$ cat config.mk
export PLATFORM = sky130hd
export DESIGN_NAME = dmx_channel
export DESIGN_NICKNAME = d
export VERILOG_FILES = /design/src/rtl/dmx_pkg.sv /design/src/rtl/dmx_regfile.sv /design/src/rtl/dmx_seq.sv /design/src/rtl/dmx_gate.sv /design/src/rtl/dmx_channel.sv
export SDC_FILE = /design/constraint.sdc
export NUM_CORES = 1
export LEC_CHECK = 0
export ABC_AREA = 1
export BUFFER_PORTS_ARGS = -buffer_cell sky130_fd_sc_hd__buf_2
export CORE_ASPECT_RATIO = 0.9
export CORE_UTILIZATION = 45
export CTS_CLUSTER_DIAMETER = 120
export DETAILED_ROUTE_END_ITERATION = 8
export HOLD_SLACK_MARGIN = 0.08
export PLACE_DENSITY = 0.71
export RECOVER_POWER = 25
export SYNTH_ARGS = -nofsm -noshare
export SYNTH_HDL_FRONTEND = slang
export SYNTH_SLANG_ARGS = --single-unit
$ cat constraint.sdc
create_clock -name clk -period 4.65 [get_ports clk]
set_input_delay 0.93 -clock clk [delete_from_list [all_inputs] [get_ports clk]]
set_output_delay 0.93 -clock clk [all_outputs]
set_load 0.005 [all_outputs]
$ cat src/rtl/dmx_pkg.sv
package dmx_pkg;

   typedef enum logic [1:0] {
      SH_BURST    = 2'd0,
      SH_STEAL    = 2'd1,
      SH_IDLEONLY = 2'd2,
      SH_RSVD     = 2'd3
   } share_e;

   typedef enum logic [1:0] {
      ST_IDLE  = 2'd0,
      ST_ARMED = 2'd1,
      ST_BUS   = 2'd2,
      ST_DONE  = 2'd3
   } seq_e;

   localparam logic [1:0] SEL_ADDR = 2'd0;
   localparam logic [1:0] SEL_CNT  = 2'd1;
   localparam logic [1:0] SEL_CTL  = 2'd2;

   localparam int unsigned CTL_DIR  = 0;
   localparam int unsigned CTL_MODE = 1;
   localparam int unsigned CTL_GO   = 3;
   localparam int unsigned CTL_BITS = 4;

   // modes that keep the bus across a paused device request
   function automatic logic holds_bus(share_e m);
      return (m == SH_BURST) || (m == SH_RSVD);
   endfunction

endpackage

$ cat src/rtl/dmx_regfile.sv
module dmx_regfile
   import dmx_pkg::*;
#(
   parameter int ADDR_W = 16,
   parameter int CNT_W  = 12,
   parameter int REG_W  = 16
) (
   input  logic              clk,
   input  logic              rst_n,
   input  logic              wr_en,
   input  logic [1:0]        sel,
   input  logic [REG_W-1:0]  wdata,
   input  logic              step,
   output logic [ADDR_W-1:0] addr_q,
   output logic              cnt_zero,
   output logic              cnt_last,
   output logic              dir_q,
   output share_e            mode_q,
   output logic              ctl_wr,
   output logic              ctl_go
);

   localparam logic [ADDR_W-1:0] ADDR_ONE = ADDR_W'(1);
   localparam logic [CNT_W-1:0]  CNT_ONE  = CNT_W'(1);

   logic [CNT_W-1:0] cnt_q;

   always_ff @(posedge clk or negedge rst_n) begin
      if (!rst_n) begin
         addr_q <= '0;
         cnt_q  <= '0;
         dir_q  <= 1'b0;
         mode_q <= SH_BURST;
      end else if (wr_en) begin
         case (sel)
            SEL_ADDR: addr_q <= wdata[ADDR_W-1:0];
            SEL_CNT:  cnt_q  <= wdata[CNT_W-1:0];
            SEL_CTL: begin
               dir_q  <= wdata[CTL_DIR];
               mode_q <= share_e'(wdata[CTL_MODE +: 2]);
            end
            default: ;
         endcase
      end else if (step) begin
         addr_q <= addr_q + ADDR_ONE;
         cnt_q  <= cnt_q - CNT_ONE;
      end
   end

   assign cnt_zero = (cnt_q == '0);
   assign cnt_last = (cnt_q == CNT_ONE);
   assign ctl_wr   = wr_en && (sel == SEL_CTL);
   assign ctl_go   = wdata[CTL_GO];

endmodule

$ cat src/rtl/dmx_seq.sv
module dmx_seq
   import dmx_pkg::*;
(
   input  logic   clk,
   input  logic   rst_n,
   input  logic   ctl_wr,
   input  logic   ctl_go,
   input  logic   cnt_zero,
   input  logic   cnt_last,
   input  logic   dev_req,
   input  logic   strobe,
   input  share_e mode,
   output seq_e   state,
   output logic   active
);

   always_ff @(posedge clk or negedge rst_n) begin
      if (!rst_n) begin
         state <= ST_IDLE;
      end else begin
         case (state)
            ST_IDLE, ST_DONE: begin
               if (ctl_wr) state <= ctl_go ? ST_ARMED : ST_IDLE;
            end
            ST_ARMED: begin
               if (cnt_zero)     state <= ST_DONE;
               else if (dev_req) state <= ST_BUS;
            end
            ST_BUS: begin
               if (strobe) begin
                  if (cnt_last)              state <= ST_DONE;
                  else if (mode == SH_STEAL) state <= ST_ARMED;
               end else if (!dev_req && !holds_bus(mode)) begin
                  state <= ST_ARMED;
               end
            end
            default: state <= ST_IDLE;
         endcase
      end
   end

   assign active = (state == ST_ARMED) || (state == ST_BUS);

endmodule

$ cat src/rtl/dmx_gate.sv
module dmx_gate
   import dmx_pkg::*;
(
   input  logic   in_bus,
   input  logic   bus_grant,
   input  logic   dev_req,
   input  logic   cpu_idle,
   input  share_e mode,
   output logic   own,
   output logic   strobe
);

   logic slot_ok;

   assign own     = in_bus && bus_grant;
   assign slot_ok = (mode != SH_IDLEONLY) || cpu_idle;
   assign strobe  = own && dev_req && slot_ok;

endmodule

$ cat src/rtl/dmx_channel.sv
module dmx_channel
   import dmx_pkg::*;
#(
   parameter int ADDR_W = 16,
   parameter int CNT_W  = 12,
   parameter int REG_W  = 16
) (
   input  logic              clk,
   input  logic              rst_n,
   input  logic              cfg_we,
   input  logic [1:0]        cfg_sel,
   input  logic [REG_W-1:0]  cfg_wdata,
   input  logic              dev_req,
   output logic              dev_ack,
   output logic              bus_req,
   input  logic              bus_grant,
   input  logic              cpu_idle,
   output logic              mem_valid,
   output logic              mem_we,
   output logic [ADDR_W-1:0] mem_addr,
   output logic              irq
);

   localparam int MIN_REG_W = (ADDR_W > CNT_W) ? ADDR_W : CNT_W;

   generate
      if (ADDR_W < 2) begin : g_bad_addr
         $error("dmx_channel: ADDR_W must be at least 2");
      end
      if (CNT_W < 1) begin : g_bad_cnt
         $error("dmx_channel: CNT_W must be at least 1");
      end
      if (REG_W < MIN_REG_W || REG_W < int'(CTL_BITS)) begin : g_bad_reg
         $error("dmx_channel: REG_W too narrow for address, count or control");
      end
   endgenerate

   seq_e   state;
   share_e mode_q;
   logic   active, wr_ok, step;
   logic   cnt_zero, cnt_last, dir_q, ctl_wr, ctl_go;
   logic   own;

   assign wr_ok = cfg_we && !active;

   dmx_regfile #(.ADDR_W(ADDR_W), .CNT_W(CNT_W), .REG_W(REG_W)) u_regs (
      .clk      (clk),
      .rst_n    (rst_n),
      .wr_en    (wr_ok),
      .sel      (cfg_sel),
      .wdata    (cfg_wdata),
      .step     (step),
      .addr_q   (mem_addr),
      .cnt_zero (cnt_zero),
      .cnt_last (cnt_last),
      .dir_q    (dir_q),
      .mode_q   (mode_q),
      .ctl_wr   (ctl_wr),
      .ctl_go   (ctl_go)
   );

   dmx_seq u_seq (
      .clk      (clk),
      .rst_n    (rst_n),
      .ctl_wr   (ctl_wr),
      .ctl_go   (ctl_go),
      .cnt_zero (cnt_zero),
      .cnt_last (cnt_last),
      .dev_req  (dev_req),
      .strobe   (step),
      .mode     (mode_q),
      .state    (state),
      .active   (active)
   );

   dmx_gate u_gate (
      .in_bus    (bus_req),
      .bus_grant (bus_grant),
      .dev_req   (dev_req),
      .cpu_idle  (cpu_idle),
      .mode      (mode_q),
      .own       (own),
      .strobe    (step)
   );

   assign bus_req   = (state == ST_BUS);
   assign irq       = (state == ST_DONE);
   assign dev_ack   = own;
   assign mem_valid = step;
   assign mem_we    = dir_q;

endmodule

After elaboration in Yosys (flattened, before gate mapping)

Cells that the tools add are included.

$add $sub $neg: 2
Equality and inequality tests: 15
Muxes and demuxes: 15
Reductions and logical operators: 22

Operator list:

| operator                                                             | count |
|---|---|
| 16-bit two-way mux                                                   | 3 |
| 12-bit two-way mux                                                   | 3 |
| 16-bit by 1-bit adder with 16-bit output, second input constant      | 1 |
| 2-bit two-way mux                                                    | 7 |
| 12-bit by 1-bit == test with 1-bit output, second input constant     | 1 |
| 12-bit logical NOT                                                   | 1 |
| 12-bit by 1-bit subtractor with 12-bit output, second input constant | 1 |
| 2-bit == test, second input constant                                 | 4 |
| 2-bit inequality test, second input constant                         | 4 |
| 2-bit by 1-bit == test with 1-bit output, second input constant      | 3 |
| 1-bit logical AND                                                    | 6 |
| 2-bit logical NOT                                                    | 3 |
| 3-bit inequality test, second input constant                         | 2 |
| 2-bit case mux with 3 select lines                                   | 1 |
| 2-bit AND reduction                                                  | 3 |
| 4-bit inequality test, second input constant                         | 1 |
| 4-bit AND reduction                                                  | 1 |
| 1-bit logical NOT                                                    | 3 |
| 1-bit logical OR                                                     | 3 |
| 2-bit nonzero test                                                   | 1 |
| 2-bit OR reduction                                                   | 1 |
| 1-bit two-way mux                                                    | 1 |

Flip-flop bits (word level): 33
Input bits: 24
Output and inout bits: 21
Word-level logic and storage cells: 59

Depth between registers and ports, before layout

Gate-level depths: netlist of the first run.

Depth in word-level cells: 7
Gate-level depth with buffers: 12
Depth with buffers taken out: 11

By module

A second synthesis of the first run with hierarchy kept.

Cell total of the unflattened synthesis: 374
Area, all modules: 2,376.0 µm²

Modules (own cells, without submodules):

| module      | times used | cells an instance | area each (µm²) | seq. area each (µm²) |
|---|---|---|---|---|
| dmx_regfile | 1          | 326               | 2,107.0         | 775.7 |
| dmx_seq     | 1          | 33                | 209.0           | 50.0 |
| dmx_gate    | 1          | 9                 | 35.0            | 0.0 |
| dmx_channel | 1          | 6                 | 25.0            | 0.0 |

Least setup slack after synthesis of the first run

OpenSTA, ideal clock, no wires.

Path type: input to output
Start point: input port cpu_idle
End point: output port mem_valid
Arrival: 1,203 ps
Required time: 3,720 ps
Slack: 2,517 ps
Stages: 2
Path buffers: 0
Cell sequence: nor2_1 nor2_4

Longest elaborated chain between the ends: 2

RTL lines:

| what               | line              | text |
|---|---|---|
| start: declaration | dmx_channel.sv:17 | `input logic cpu_idle,` |
| 1-bit logical OR   | dmx_gate.sv:16    | `assign slot_ok = (mode != SH_IDLEONLY) \|\| cpu_idle;` |
| 1-bit logical AND  | dmx_gate.sv:17    | `assign strobe = own && dev_req && slot_ok;` |
| end: declaration   | dmx_channel.sv:18 | `output logic mem_valid,` |

Every way passes these cells.

Final worst setup path of the first run

Start point: register u_seq.state[0]
End point: register u_regs.cnt_q[3]

Longest elaborated chain between the ends: 6
Elaborated cells on any way between the ends: 12
Classes of those cells: eq/ne: 3; mux: 1; reduce/logical: 8

RTL lines:

| what                                                                                | line                              | text |
|---|---|---|
| start: declaration                                                                  | dmx_seq.sv:13                     | `output seq_e state,` |
| start signal: assignment                                                            | dmx_seq.sv:23                     | `if (ctl_wr) state <= ctl_go ? ST_ARMED : ST_IDLE;` |
| 2-bit by 1-bit == test with 1-bit output / 2-bit == test (equally long branches)    | dmx_seq.sv:42, dmx_channel.sv:86  |  |
| 1-bit logical OR / 1-bit logical AND (equally long branches)                        | dmx_seq.sv:42, dmx_gate.sv:15     |  |
| 1-bit logical NOT / 1-bit logical AND (equally long branches)                       | dmx_channel.sv:44, dmx_gate.sv:17 |  |
| 1-bit logical AND (on tied branches)                                                | dmx_channel.sv:44, dmx_gate.sv:17 |  |
| 2-bit inequality test (no source line) / 2-bit nonzero test (equally long branches) | n/a                               |  |
| 2-bit AND reduction (no source line)                                                | n/a                               |  |
| end signal: assignment                                                              | dmx_regfile.sv:37                 | `SEL_CNT: cnt_q <= wdata[CNT_W-1:0];` |
| end signal: assignment                                                              | dmx_regfile.sv:46                 | `cnt_q <= cnt_q - CNT_ONE;` |
| end: declaration                                                                    | dmx_regfile.sv:26                 | `logic [CNT_W-1:0] cnt_q;` |

Several ways; a longest one is shown, not always the timed one.
A chain may end at the register's enable or synchronous reset.

==> results of run 1 <==
[routing by layer]
layer / global-route usage (%) / part of all wire (%) / up-vias
li1: - / - / 1226
met1: 32.5 / 51 / 1057
met2: 34.9 / 43 / 51
met3: 3.74 / 4.6 / 8
met4: 6.58 / 1.2 / 0
met5: 0 / 0 / -
[report_power, final]
part	internal (uW)	total, uW	switching [uW]
clock	117	226	108
sequential	425	590	165
combinational	296	780	484
[sequential cells by signal, indices dropped and copies added (netlist names)]
register and flops:
u_regs.dir_q 1, u_regs.mode_q 2, u_regs.cnt_q 12, u_regs.addr_q 16, u_seq.state 2
[worst max-delay path by stage]
stage,cells after the start,slack (ps),end
after CTS,9,1870,u_regs.cnt_q[3]
after floorplan,2,2520,mem_valid
after detailed placement,8,1720,u_regs.cnt_q[3]
after global routing,9,1510,u_regs.cnt_q[3]
after global placement,8,1780,u_regs.cnt_q[3]
final,9,1870,u_regs.cnt_q[3]
[stage by stage]
stage,cells,setup WS (ps),hold slack [ps],total power (uW)
2_1_floorplan,363,2520,462,1140
3_3_place_gp,462,1780,459,1350
3_5_place_dp,462,1720,463,1370
4_1_cts,469,1870,490,1600
5_1_grt,469,1510,522,1770
6_report,469,1870,481,1600
[layout by cell type (no fill, tap or decap), types with 2 or more instances in the layout]
cell type,instances
inv_2,4
xnor2_1,2
a21oi_1,8
o21ai_1,7
buf_2,43
ha_1,8
dfrtp_1,33
o21ai_0,22
nor2_4,2
nand2_2,4
inv_1,40
a31oi_1,5
nor3_1,4
nand2_1,118
clkbuf_8,6
nand4_1,4
nor2_1,57
clkbuf_1,2
nand3_1,22
nand3b_1,2
[cells in the mapped netlist (all sizes together)]
cell	number	area [um^2]
dfrtp	33	826
or2	1	6.26
a21oi	8	40.0
nor3	6	46.3
o22ai	1	6.26
xor2	1	8.76
clkbuf	1	3.75
ha	8	100
o21bai	1	7.51
nand4	4	25.0
nand3	23	120
o21ai	30	154
nor3b	1	7.51
inv	44	165
o211ai	1	7.51
xnor2	2	17.5
nand3b	2	15.0
nor2	60	243
buf	9	56.3
a31oi	5	31.3
nand2	122	468
[kinds of logic (layout without fill, tap and decap cells)]
| group | count (synthesis) | count (layout) | synth area share [%] |
|---|---|---|---|
| AO/OA/AOI/OAI | 46 | 46 | 10.5 |
| flip-flops | 33 | 33 | 35.1 |
| AND/OR/NAND/NOR | 219 | 219 | 39.5 |
| XOR/XNOR | 3 | 3 | 1.12 |
| buffers and inverters | 54 | 95 | 9.56 |
| adder cells (fa/ha/maj) | 8 | 8 | 4.25 |
[worst max-delay path, stage by stage (launching register included)]
cell and delay [ps]:
dfrtp_1 390, inv_1 60, ha_1 370, nand2_2 400, inv_2 450, nand3_1 140
nand2_1 500, inv_2 120, a21oi_1 140, o21ai_1 70
[area by class of cell]
class,instances,area [um^2]
fill,511,2240
multi-input combinational,276,1300
clock buffer,7,86.3
inverter,44,165
timing repair buffer,44,219
tap,65,81.3
sequential,33,826
==> flow_summary_export.csv, run 1 <==
group,metric,value,unit
outcome,failed_checks,"max-capacitance violations, max-slew violations",
floorplan,start_util,47.8,%
floorplan,rows,24,
setup_path,cp_data_arrival_time,2950,ps
route,first_iter_violations,189,
synthesis,ys.warnings.count,0,
cts,cts_sinks,33,
route,dr.pass1.iters,5,
route,vias_per_cell,4.99,
power_and_ir_drop,power.density,595,nW/um^2
cts,cts_setup_buffers,0,
setup_path,crit_start,"u_seq.state[0]",
finish,nNetsFinal,436,
global_route,grt_pass1_vias,2181,
finish,utilization,54.4,%
cts,cts-htree-levels,2,
global_route,grt_use_total,22.6,%
outcome,status,"finished, violations left",
synthesis,avgSynthCellArea,6.49,um^2
hold_path,hp-class,"reg2reg",
job,drv_cap,1,
place,place_area,2600,um^2
hold_path,worstHoldEndpoint,"u_regs.dir_q",
cts,ctsHoldBuffers,0,
finish,drive_above_1_share,15.8,%
route,antenna_left,0,
setup_path,crit_fanout,32,
timing,max_freq,360,MHz
global_route,grt_max_degree,34,
hold_path,hp-start,"u_regs.dir_q",
hold_path,whs_path_depth,2,
timing,fin_skew,7.23,ps
timing,fin_crit,2780,ps
timing,rsz0062_at_grt,"no",
global_route,grt_first_pass_wirelength,9940,um
synthesis,synth_seq_area_share,35.1,%
setup_path,reg2reg_depth,9,
power_and_ir_drop,peakVddDrop,0.291,mV
global_route,grt_overflow,0,
synthesis,syn_area,2350,um^2
setup_path,path_class,"reg2reg",
place,numPortBuffers,44,
setup_path,r2r_setup_slack,1870,ps
setup_path,r2r_end,"u_regs.cnt_q[3]",
cts,cts_buffers,5,
timing,max-slew-margin-rel,-20.3,%
cts,clockBufferDepth,2,
finish,num_antenna_cells,0,
route,drc_errors,0,
finish,design_area,2680,um^2
timing,slew_viol_final,34,
timing,setup_violations,0,
place,dp_hpwl,4130,um
synthesis,yosysUniqueCellTypes,32,
timing,hold_viol_final,0,
finish,area_delta_synth_final,13.9,%
cts,cts.reportedPaths.clkPinSlew,70,ps
route,wl_per_cell,12.0,um
timing,worst_slew_pin_slew,1800,ps
synthesis,postSynthCellCount,363,
floorplan,die_w,78.3,um
setup_path,startpoint_type,"register",
floorplan,die_y,70.6,um
synthesis,ys_ff_latch,33,
route,vias,2342,
cts,root_buffer,"clkbuf_8",
cts,clkLatencyLatePin,290,ps
setup_path,cp-end-kind,"register",
synthesis,syn-num-nets,395,
power_and_ir_drop,p_leak,0.00142,uW
setup_path,critical_path.reg2reg.startpoint,"u_seq.state[0]",
floorplan,ios,45,
cts,cts_tree,"done",
floorplan,die-area,5530,um^2
setup_path,required,4820,ps
place,place.gp.congestion,0.854,
timing,fin_setup_tns,0,ps
route,postRouteWirelength,5650,um
global_route,antenna_found_initial,0,
timing,fin_crit_sh,59.8,%
cts,cts_resized,0,
floorplan,core-area,4920,um^2
Power figures use the tool's default switching activity.
==> run 2: changes to the inputs <==
==> constraint.sdc (replaced) <==
create_clock -name clk -period 2.6 [get_ports clk]
set_input_delay 0.52 -clock clk [delete_from_list [all_inputs] [get_ports clk]]
set_output_delay 0.52 -clock clk [all_outputs]
set_load 0.005 [all_outputs]
==> run 2 against run 1 <==
  * The run still ends with max-capacitance violations, max-slew violations left
  * Combinational power grew 85%
  * Critical path depth stayed put
  * Via count down 0.17%
  * Die area unchanged
  * First-iteration DRC count is 22% lower
  * Critical endpoint unchanged
  * Largest power group unchanged
  * Highest routed layer unchanged
==> flow_summary_export.csv, run 2 (synthesis results as in run 1) <==
group,metric,value,unit
power_and_ir_drop,peakVddDrop,0.511,mV
setup_path,cp_data_arrival_time,2260,ps
finish,largest_reg_flops,16,
timing,max_freq,481,MHz
floorplan,die-area,5530,um^2
finish,final_cell_mix,"nand2_1, nor2_1, buf_2",
setup_path,required,2780,ps
setup_path,path_class,"reg2reg",
power_and_ir_drop,p_leak,0.00147,uW
power_and_ir_drop,p_sw,1380,uW
power_and_ir_drop,intPower,1700,uW
cts,cts.reportedPaths.clkPinSlew,70,ps
finish,largestRegisters,"u_regs.addr_q: 16 flops, u_regs.cnt_q: 12 flops",
finish,drive_above_1_share,17.1,%
hold_path,hp-start,"cfg_wdata[0]",
timing,fin_crit,2080,ps
place,place_inst,466,
cts,cts-htree-levels,2,
route,vias,2338,
cts,root_buffer,"clkbuf_8",
route,postRouteWirelength,5650,um
finish,area_delta_synth_final,17.2,%
cts,cts_resized,0,
setup_path,critical_path.reg2reg.startpoint,"u_seq.state[0]",
route,first_iter_violations,148,
route,vias_per_cell,4.93,
global_route,grt_use_total,22.6,%
timing,hold_viol_final,0,
place,numPortBuffers,44,
floorplan,rows,24,
floorplan,core-area,4920,um^2
finish,regMostFlops,"u_regs.addr_q",
timing,slew_viol_final,34,
timing,worst_slew_pin_slew,1850,ps
hold_path,worstHoldEndpoint,"u_regs.dir_q",
global_route,grt_max_degree,34,
hold_path,whs_path_depth,3,
place,dp_hpwl,4290,um
timing,max-slew-margin-rel,-23.2,%
job,drv_cap,1,
outcome,status,"finished, violations left",
cts,cts_sinks,33,
floorplan,die_w,78.3,um
setup_path,r2r_end,"u_regs.cnt_q[3]",
timing,fin_setup_tns,0,ps
floorplan,ios,45,
floorplan,start_util,47.8,%
power_and_ir_drop,p_clk_share,19.2,%
setup_path,crit_fanout,16,
finish,stdcell_count,474,
global_route,grt_overflow,0,
route,dr.pass1.iters,4,
global_route,grt_first_pass_wirelength,9760,um
global_route,grt_pass1_vias,2096,
cts,cts_buffers,5,
power_and_ir_drop,power.density,1120,nW/um^2
power_and_ir_drop,combPwrFrac,46.7,%
cts,ctsHoldBuffers,0,
power_and_ir_drop,seqPwrFrac,34.1,%
cts,clkLatencyLatePin,300,ps
timing,setup_violations,0,
timing,rsz0062_at_grt,"no",
finish,nNetsFinal,440,
setup_path,cp-end-kind,"register",
global_route,antenna_found_initial,0,
hold_path,hp-class,"in2reg",
finish,num_antenna_cells,0,
setup_path,reg2reg_depth,9,
timing,fin_crit_sh,80.0,%
power_and_ir_drop,switching_share,44.8,%
route,drc_errors,0,
setup_path,startpoint_type,"register",
cts,clockBufferDepth,2,
timing,fin_skew,9.63,ps
route,wl_per_cell,11.9,um
outcome,failed_checks,"max-capacitance violations, max-slew violations",
setup_path,r2r_setup_slack,520,ps
finish,final_common_cell,"nand2_1",
cts,cts_setup_buffers,0,
route,antenna_left,0,
place,place.gp.congestion,0.863,
cts,cts_tree,"done",
floorplan,die_y,70.6,um
[run 2: worst max-delay path by stage]
| stage | startpoint | endpoint | slack, ps | depth (start not counted) |
|---|---|---|---|---|
| 5_1_grt | u_seq.state[0] | u_regs.cnt_q[3] | 290 | 9 |
| 3_5_place_dp | u_seq.state[0] | u_regs.cnt_q[3] | 550 | 9 |
| 3_3_place_gp | u_seq.state[0] | u_regs.cnt_q[3] | 650 | 9 |
| 2_1_floorplan | u_seq.state[0] | u_regs.addr_q[9] | 1040 | 11 |
| 4_1_cts | u_seq.state[0] | u_regs.cnt_q[3] | 550 | 9 |
| 6_report | u_seq.state[0] | u_regs.cnt_q[3] | 520 | 9 |
[run 2: cell type report]
class | count | area [um^2]
multi-input cells | 276 | 1300
well taps | 65 | 81.3
clock inverters | 3 | 65.1
flip-flops and latches | 33 | 826
repair buffers | 48 | 249
inverters | 44 | 165
fillers | 513 | 2170
clock buffers | 5 | 68.8
[run 2: per-layer routing]
| layer | up-vias | global-route usage [%] | wire length [um] |
|---|---|---|---|
| met1 | 1051 | 32.5 | 2920 |
| met5 | - | 0 | 0 |
| met3 | 7 | 4.39 | 199 |
| li1 | 1233 | - | - |
| met4 | 0 | 6.79 | 69 |
| met2 | 47 | 34.2 | 2470 |
[run 2: per-stage QoR]
stage / total power [uW] / cell area (um^2) / utilization, % / worst slack [ps] / hold slack (ps)
after floorplan: 2040 / 2350 / - / 1040 / 224
after global placement: 2460 / 2630 / 53.3 / 647 / 462
after detailed placement: 2490 / 2630 / 53.3 / 548 / 476
after CTS: 3090 / 2760 / 56.0 / 550 / 322
after global routing: 3400 / 2760 / 56.0 / 292 / 469
final: 3080 / 2760 / 56.0 / 520 / 447
[run 2: critical path, stage by stage (launching register included)]
cell	delay, ps
dfrtp_1	410
inv_1	60
ha_1	380
nand2_2	110
inv_2	150
nand3_1	90
nand2_1	420
inv_2	120
a21oi_1	150
o21ai_1	70
[run 2: power by group through the flow]
| stage | combinational, uW | sequential [uW] | clock (uW) |
|---|---|---|---|
| global placement | 1410 | 1050 | 0 |
| floorplan | 1040 | 1000 | 0 |
| detailed placement | 1430 | 1050 | 0 |
| global route | 1680 | 1100 | 620 |
| finish | 1440 | 1050 | 591 |
| CTS | 1440 | 1040 | 597 |
